[config.mk]
export PLATFORM = sky130hd
export DESIGN_NAME = dram_refresh_seq
export DESIGN_NICKNAME = d
export VERILOG_FILES = /design/src/rtl/dram_rfsh_pkg.sv /design/src/rtl/rfsh_tick_cnt.sv /design/src/rtl/rfsh_phase_cnt.sv /design/src/rtl/dram_refresh_seq.sv
export SDC_FILE = /design/constraint.sdc
export NUM_CORES = 1
export LEC_CHECK = 0
export BUFFER_PORTS_ARGS = -buffer_cell sky130_fd_sc_hd__buf_2
export CAP_MARGIN = 5
export CORE_MARGIN = 3
export CORE_UTILIZATION = 50
export DETAILED_ROUTE_END_ITERATION = 10
export GPL_TIMING_DRIVEN = 0
export PLACE_DENSITY = 0.67
export SLEW_MARGIN = 30
export SYNTH_ARGS = -nofsm -noshare
export SYNTH_HDL_FRONTEND = slang
export SYNTH_SLANG_ARGS = --single-unit
[constraint.sdc]
create_clock -name clk_i -period 5.7 [get_ports clk_i]
set_clock_uncertainty 0.15 [all_clocks]
set_input_delay 0.285 -clock clk_i [delete_from_list [all_inputs] [get_ports clk_i]]
set_output_delay 0.285 -clock clk_i [all_outputs]
set_load 0.03 [all_outputs]
[src/rtl/dram_rfsh_pkg.sv]
package dram_rfsh_pkg;

  typedef enum logic [3:0] {
    ST_PAUSE,
    ST_IDLE,
    ST_WAITG,
    ST_CSR,
    ST_RASLO,
    ST_PRE,
    ST_SR_CSR,
    ST_SR_HOLD,
    ST_SR_PRE
  } seq_st_t;

  // purpose of the CBR cycle in progress
  typedef enum logic [1:0] {
    K_INIT,
    K_NORM,
    K_SR_IN,
    K_SR_OUT
  } cbr_kind_t;

endpackage

[src/rtl/rfsh_tick_cnt.sv]
module rfsh_tick_cnt #(
  parameter int W = 16
) (
  input  logic         clk_i,
  input  logic         rst_ni,
  input  logic         clr_i,
  input  logic         tick_i,
  input  logic [W-1:0] limit_i,
  output logic         done_o
);

  logic [W-1:0] cnt_q;

  always_ff @(posedge clk_i) begin
    if (!rst_ni)                    cnt_q <= '0;
    else if (clr_i)                 cnt_q <= '0;
    else if (tick_i && cnt_q < limit_i) cnt_q <= cnt_q + W'(1);
  end

  assign done_o = (cnt_q >= limit_i);

  AST_TICK_STEP: assert property (@(posedge clk_i) disable iff (!rst_ni)
    (tick_i && !clr_i && !done_o) |=> (cnt_q == $past(cnt_q) + W'(1)));

endmodule

[src/rtl/rfsh_phase_cnt.sv]
module rfsh_phase_cnt #(
  parameter int W = 6
) (
  input  logic         clk_i,
  input  logic         rst_ni,
  input  logic         load_i,
  input  logic [W-1:0] load_val_i,
  output logic         zero_o
);

  logic [W-1:0] cnt_q;

  always_ff @(posedge clk_i) begin
    if (!rst_ni)          cnt_q <= '0;
    else if (load_i)      cnt_q <= load_val_i;
    else if (cnt_q != '0) cnt_q <= cnt_q - W'(1);
  end

  assign zero_o = (cnt_q == '0);

  AST_PHASE_PARKED: assert property (@(posedge clk_i) disable iff (!rst_ni)
    (zero_o && !load_i) |=> zero_o);

endmodule

[src/rtl/dram_refresh_seq.sv]
module dram_refresh_seq
  import dram_rfsh_pkg::*;
#(
  parameter int CAS_W          = 2,
  parameter int TICK_W         = 16,
  parameter int PAUSE_TICKS    = 101,
  parameter int INTERVAL_TICKS = 15,
  parameter int SR_MIN_TICKS   = 101,
  parameter int INIT_REFS      = 8,
  parameter int T_CSR          = 3,
  parameter int T_RAS          = 20,
  parameter int T_RP           = 15,
  parameter int T_RPS          = 38
) (
  input  logic             clk_i,
  input  logic             rst_ni,
  input  logic             tick_i,
  input  logic             sr_req_i,
  input  logic             ref_gnt_i,
  output logic             ref_req_o,
  output logic             ras_n_o,
  output logic [CAS_W-1:0] cas_n_o,
  output logic             we_n_o,
  output logic             oe_n_o,
  output logic             init_done_o,
  output logic             sr_active_o
);

  localparam int PH_W = $clog2(T_CSR + T_RAS + T_RP + T_RPS + 1);
  localparam int IR_W = $clog2(INIT_REFS + 1);
  localparam logic [PH_W-1:0] PH_CSR = PH_W'(T_CSR - 1);
  localparam logic [PH_W-1:0] PH_RAS = PH_W'(T_RAS - 1);
  localparam logic [PH_W-1:0] PH_RP  = PH_W'(T_RP - 1);
  localparam logic [PH_W-1:0] PH_RPS = PH_W'(T_RPS - 1);
  localparam logic [IR_W-1:0] LAST_INIT = IR_W'(INIT_REFS - 1);

  seq_st_t   st_q, st_d;
  cbr_kind_t kind_q, kind_d;
  logic [IR_W-1:0] icnt_q, icnt_d;
  logic idone_q, idone_d;

  logic            ph_load, ph_zero;
  logic [PH_W-1:0] ph_val;
  logic            long_clr, long_done, iv_clr, iv_done;
  logic [TICK_W-1:0] long_limit;

  // long window: power-up pause, then self-refresh minimum hold
  assign long_clr   = (st_q == ST_SR_CSR);
  assign long_limit = idone_q ? TICK_W'(SR_MIN_TICKS) : TICK_W'(PAUSE_TICKS);

  rfsh_tick_cnt #(.W(TICK_W)) u_long (
    .clk_i   (clk_i),
    .rst_ni  (rst_ni),
    .clr_i   (long_clr),
    .tick_i  (tick_i),
    .limit_i (long_limit),
    .done_o  (long_done)
  );

  // refresh interval, restarted by every row-low pulse
  assign iv_clr = st_q inside {ST_PAUSE, ST_RASLO, ST_SR_CSR, ST_SR_HOLD, ST_SR_PRE};

  rfsh_tick_cnt #(.W(TICK_W)) u_intv (
    .clk_i   (clk_i),
    .rst_ni  (rst_ni),
    .clr_i   (iv_clr),
    .tick_i  (tick_i),
    .limit_i (TICK_W'(INTERVAL_TICKS)),
    .done_o  (iv_done)
  );

  rfsh_phase_cnt #(.W(PH_W)) u_phase (
    .clk_i      (clk_i),
    .rst_ni     (rst_ni),
    .load_i     (ph_load),
    .load_val_i (ph_val),
    .zero_o     (ph_zero)
  );

  always_comb begin
    st_d    = st_q;
    kind_d  = kind_q;
    icnt_d  = icnt_q;
    idone_d = idone_q;
    ph_load = 1'b0;
    ph_val  = '0;
    unique case (st_q)
      ST_PAUSE: if (long_done) begin
        st_d   = ST_WAITG;
        kind_d = K_INIT;
      end
      ST_IDLE: begin
        if (sr_req_i) begin
          st_d   = ST_WAITG;
          kind_d = K_SR_IN;
        end else if (iv_done) begin
          st_d   = ST_WAITG;
          kind_d = K_NORM;
        end
      end
      ST_WAITG: if (ref_gnt_i) begin
        st_d = ST_CSR; ph_load = 1'b1; ph_val = PH_CSR;
      end
      ST_CSR: if (ph_zero) begin
        st_d = ST_RASLO; ph_load = 1'b1; ph_val = PH_RAS;
      end
      ST_RASLO: if (ph_zero) begin
        st_d = ST_PRE; ph_load = 1'b1; ph_val = PH_RP;
      end
      ST_PRE: if (ph_zero) begin
        unique case (kind_q)
          K_INIT: begin
            if (icnt_q == LAST_INIT) begin
              st_d    = ST_IDLE;
              idone_d = 1'b1;
            end else begin
              icnt_d = icnt_q + IR_W'(1);
              st_d = ST_CSR; ph_load = 1'b1; ph_val = PH_CSR;
            end
          end
          K_SR_IN: begin
            st_d = ST_SR_CSR; ph_load = 1'b1; ph_val = PH_CSR;
          end
          default: st_d = ST_IDLE;
        endcase
      end
      ST_SR_CSR: if (ph_zero) st_d = ST_SR_HOLD;
      ST_SR_HOLD: if (long_done && !sr_req_i) begin
        st_d = ST_SR_PRE; ph_load = 1'b1; ph_val = PH_RPS;
      end
      ST_SR_PRE: if (ph_zero) begin
        st_d = ST_CSR; kind_d = K_SR_OUT; ph_load = 1'b1; ph_val = PH_CSR;
      end
      default: st_d = ST_PAUSE;
    endcase
  end

  always_ff @(posedge clk_i) begin
    if (!rst_ni) begin
      st_q    <= ST_PAUSE;
      kind_q  <= K_INIT;
      icnt_q  <= '0;
      idone_q <= 1'b0;
    end else begin
      st_q    <= st_d;
      kind_q  <= kind_d;
      icnt_q  <= icnt_d;
      idone_q <= idone_d;
    end
  end

  logic cas_lo;
  assign cas_lo      = st_q inside {ST_CSR, ST_RASLO, ST_SR_CSR, ST_SR_HOLD};
  assign ras_n_o     = !(st_q inside {ST_RASLO, ST_SR_HOLD});
  assign cas_n_o     = {CAS_W{!cas_lo}};
  assign ref_req_o   = !(st_q inside {ST_PAUSE, ST_IDLE});
  assign sr_active_o = (st_q == ST_SR_HOLD);
  assign init_done_o = idone_q;
  assign we_n_o      = 1'b1;
  assign oe_n_o      = 1'b1;

  // checker counter: length of a non-self-refresh row-low pulse
  logic [PH_W-1:0] ras_lo_cnt;
  always_ff @(posedge clk_i) begin
    if (!rst_ni)                               ras_lo_cnt <= '0;
    else if (!ras_n_o && st_q != ST_SR_HOLD)   ras_lo_cnt <= ras_lo_cnt + PH_W'(1);
    else                                       ras_lo_cnt <= '0;
  end

  AST_CAS_LEADS_RAS: assert property (@(posedge clk_i) disable iff (!rst_ni)
    $fell(ras_n_o) |-> (cas_n_o == '0 && $past(cas_n_o) == '0));
  AST_CAS_HELD: assert property (@(posedge clk_i) disable iff (!rst_ni)
    !ras_n_o |-> (cas_n_o == '0));
  AST_PINS_GRANTED: assert property (@(posedge clk_i) disable iff (!rst_ni)
    (!ras_n_o || cas_n_o != '1) |-> (ref_req_o && ref_gnt_i));
  AST_INIT_STICKY: assert property (@(posedge clk_i) disable iff (!rst_ni)
    init_done_o |=> init_done_o);
  AST_RAS_WIDTH: assert property (@(posedge clk_i) disable iff (!rst_ni)
    (!ras_n_o && st_q != ST_SR_HOLD) |-> (ras_lo_cnt < PH_W'(T_RAS)));
  AST_SR_AFTER_INIT: assert property (@(posedge clk_i) disable iff (!rst_ni)
    sr_active_o |-> init_done_o);
  AST_SR_MIN_HOLD: assert property (@(posedge clk_i) disable iff (!rst_ni)
    ($fell(sr_active_o) && ras_n_o) |-> $past(long_done));

endmodule

==> run metrics <==
outcome finished, final reports clean; clock-pin slew on the worst setup and hold paths ~100 ps; share of the synthesized area in the top cell type 0.413; post-route ant nets 0; layout cell share with drive strength beyond 1 0.137; DRT Pass-1 Iters 4; # IOs 13; Final Cell Area ~2600 um^2; count leader, synth dfxtp_1; Rel. slew slack 0.532; max_cap viols 0; number of synthesized register bits 50; DRC 0; clk root buf clkbuf_8; placed cell count roughly 340; RSZ-0062 raised after global routing no; mux cell area share after synthesis 0.0206; largest net degree at the start of global routing 19; Port Buffer Count 9; final worst path period share 0.429; floorplan row count 24; Final min period roughly 2400 ps; cell count after synthesis around 270; antenna violations before repair 0; XOR/XNOR Fraction of Synth Area 0.0433; Hold WS about 150 ps; Leakage between 1 and 1.5 nW; final core utilization 0.585; gp weighted congestion 0.827; Synth Area in Compound Gates 0.131; Commonest cells post-synth dfxtp_1, nor2_1, and2_1; Critical Path Source Type flip-flop; clk sinks 50; number of CTS-inserted buffers 5; Diodes inserted 0; Max Transition Viols Final 0; Die Area approximately 5700 um^2; H-tree levels 2; post-synth cell types 59; Synth area leaders dfxtp_1, and2_1, nor2_1; min-delay worst type in -> reg; R2R Path Start u_phase.cnt_q[2]; crit path capture type flip-flop; power density cells between 300 and 400 nW/um^2; Die W approximately 76 um; register area share after synthesis 0.413; Fmax achieved 0.409 GHz; All-Layer GR Usage 0.178; combinational family with the most area after synthesis simple AND/OR/NAND/NOR gates; Least-Margin Pin Slew just under 700 ps; hold path start rst_ni; hpwl dp 3.41 mm; average wire per standard cell ~13 um; WL final approximately 4.6 mm; Setup CP Type reg -> reg; Max clock buf depth 2; Yosys warnings 0; CORE AREA roughly 4500 um^2; CP Data Required Time 5760 ps; adder-cell share of the synthesized area 0.0361; R2R cell count 6; Vias ~1900; Worst R2R Setup Slack roughly 3300 ps; Simple-Gate Fraction of Synth Area 0.314; Post-synth EDFFs 0; first-pass GRT wire length a little under 8 mm; Mapped Area around 2400 um^2; Clock Latency Late Sink 310 ps; # resized after CTS 0; hold-critical path endpoint st_q[0]; Yosys top cell by area dfxtp_1; total negative setup slack 0 ps; Synth Flop Type dfxtp_1; Final setup viols 0; Vias/cell about 5.5; post-CTS setup buffer count 0; Post-Syn Area per Cell between 8 and 9 um^2; vias in the first global route 1679; Iteration-0 DRC Markers 56; placed cell area 2540 um^2; worst r2r dst st_q[0]; Crit Path Max Fanout 6; Layout Cells excl Fill approximately 340; CTS Hold Bufs 0; # nets final 302; Min-Delay Path Depth 2; CTS tree built; gr ovfl total 0; CP arrival 2500 ps; Async S/R FF share, synth 0; Initial Utilization 0.538; die outline height ~76 um; VDD IR max approximately 0.21 mV; P&R area growth vs syn 8.72%; Final Hold Vio Count 0
[worst max-delay path by stage]
stage | startpoint | slack (ps) | to
global placement | u_long.cnt_q[0] | 3270 | u_phase.cnt_q[0]
floorplan | st_q[3] | 3320 | u_phase.cnt_q[0]
detailed placement | u_phase.cnt_q[2] | 3290 | st_q[0]
CTS | u_long.cnt_q[0] | 3250 | u_phase.cnt_q[4]
global route | u_long.cnt_q[0] | 3080 | u_phase.cnt_q[4]
finish | u_phase.cnt_q[2] | 3250 | st_q[0]
[area by class of cell]
cell class	instances	area, um^2
inverters	9	33.8
plain buffers	13	66.3
well taps	52	65.1
clock buffers	5	68.8
multi-input cells	202	1330
fillers	416	1870
clock inverters	3	28.8
repair buffers	9	45.0
flip-flops and latches	50	1000
[metal layers]
metal / vias up / track usage / share of wire
met2: 35 / 0.256 / 0.42
met4: 0 / 0.0621 / 0.012
met3: 7 / 0.0396 / 0.043
li1: 983 / - / -
met5: - / 0 / 0
met1: 848 / 0.261 / 0.52
[cell usage in the layout, fill, tap and decap left out, drive strengths merged, types with 2 or more instances in the layout]
cell	synthesis	layout
or4	2	2
conb	1	2
dfxtp	50	50
or3	4	4
or3b	2	2
buf	8	17
nor3	12	12
nor2b	5	5
nand3	4	4
or2	6	6
nor2	34	34
a211o	2	2
and3	3	3
nand2	19	19
ha	7	7
clkbuf	5	10
a311oi	2	2
xor2	7	7
o21ai	8	8
xnor2	5	5
and2	23	23
a2111oi	2	2
nor4	7	7
mux2i	5	5
o311a	3	3
nand2b	5	5
inv	9	11
nand4	5	5
a21oi	11	11
o31ai	3	3
[worst max-delay path, stage by stage (launching register included)]
cell and delay [ps]:
dfxtp_1 370, or4_4 600, nor2_2 220, nor3_1 130, a2111oi_4 370, nand2_2 150
o311a_1 360
[kinds of logic (layout without fill, tap and decap cells)]
logic type,Yosys count,in the layout
AO/OA/AOI/OAI,40,40
XOR/XNOR,12,12
adder cells (fa/ha/maj),7,7
buffers and inverters,22,39
flip-flops,50,50
multiplexers,5,5
other,1,2
AND/OR/NAND/NOR,136,136
[metrics by stage]
step,worst slack [ps],power [mW]
2_1_floorplan,3320,0.710
3_3_place_gp,3270,0.778
3_5_place_dp,3290,0.781
4_1_cts,3250,1.01
5_1_grt,3080,1.06
6_report,3250,0.997
[registers in the layout, indices dropped and copies added, names as in the netlist]
name and flops:
icnt_q 4, init_done_o 1, st_q 4, u_intv.cnt_q 16
kind_q 2, u_long.cnt_q 16, u_phase.cnt_q 7
[power by group]
part / internal (mW) / total, mW / switching, mW
combinational: 0.149 / 0.363 / 0.215
clock: 0.0919 / 0.219 / 0.127
sequential: 0.383 / 0.414 / 0.0308
(Power assumes the default switching activity.)
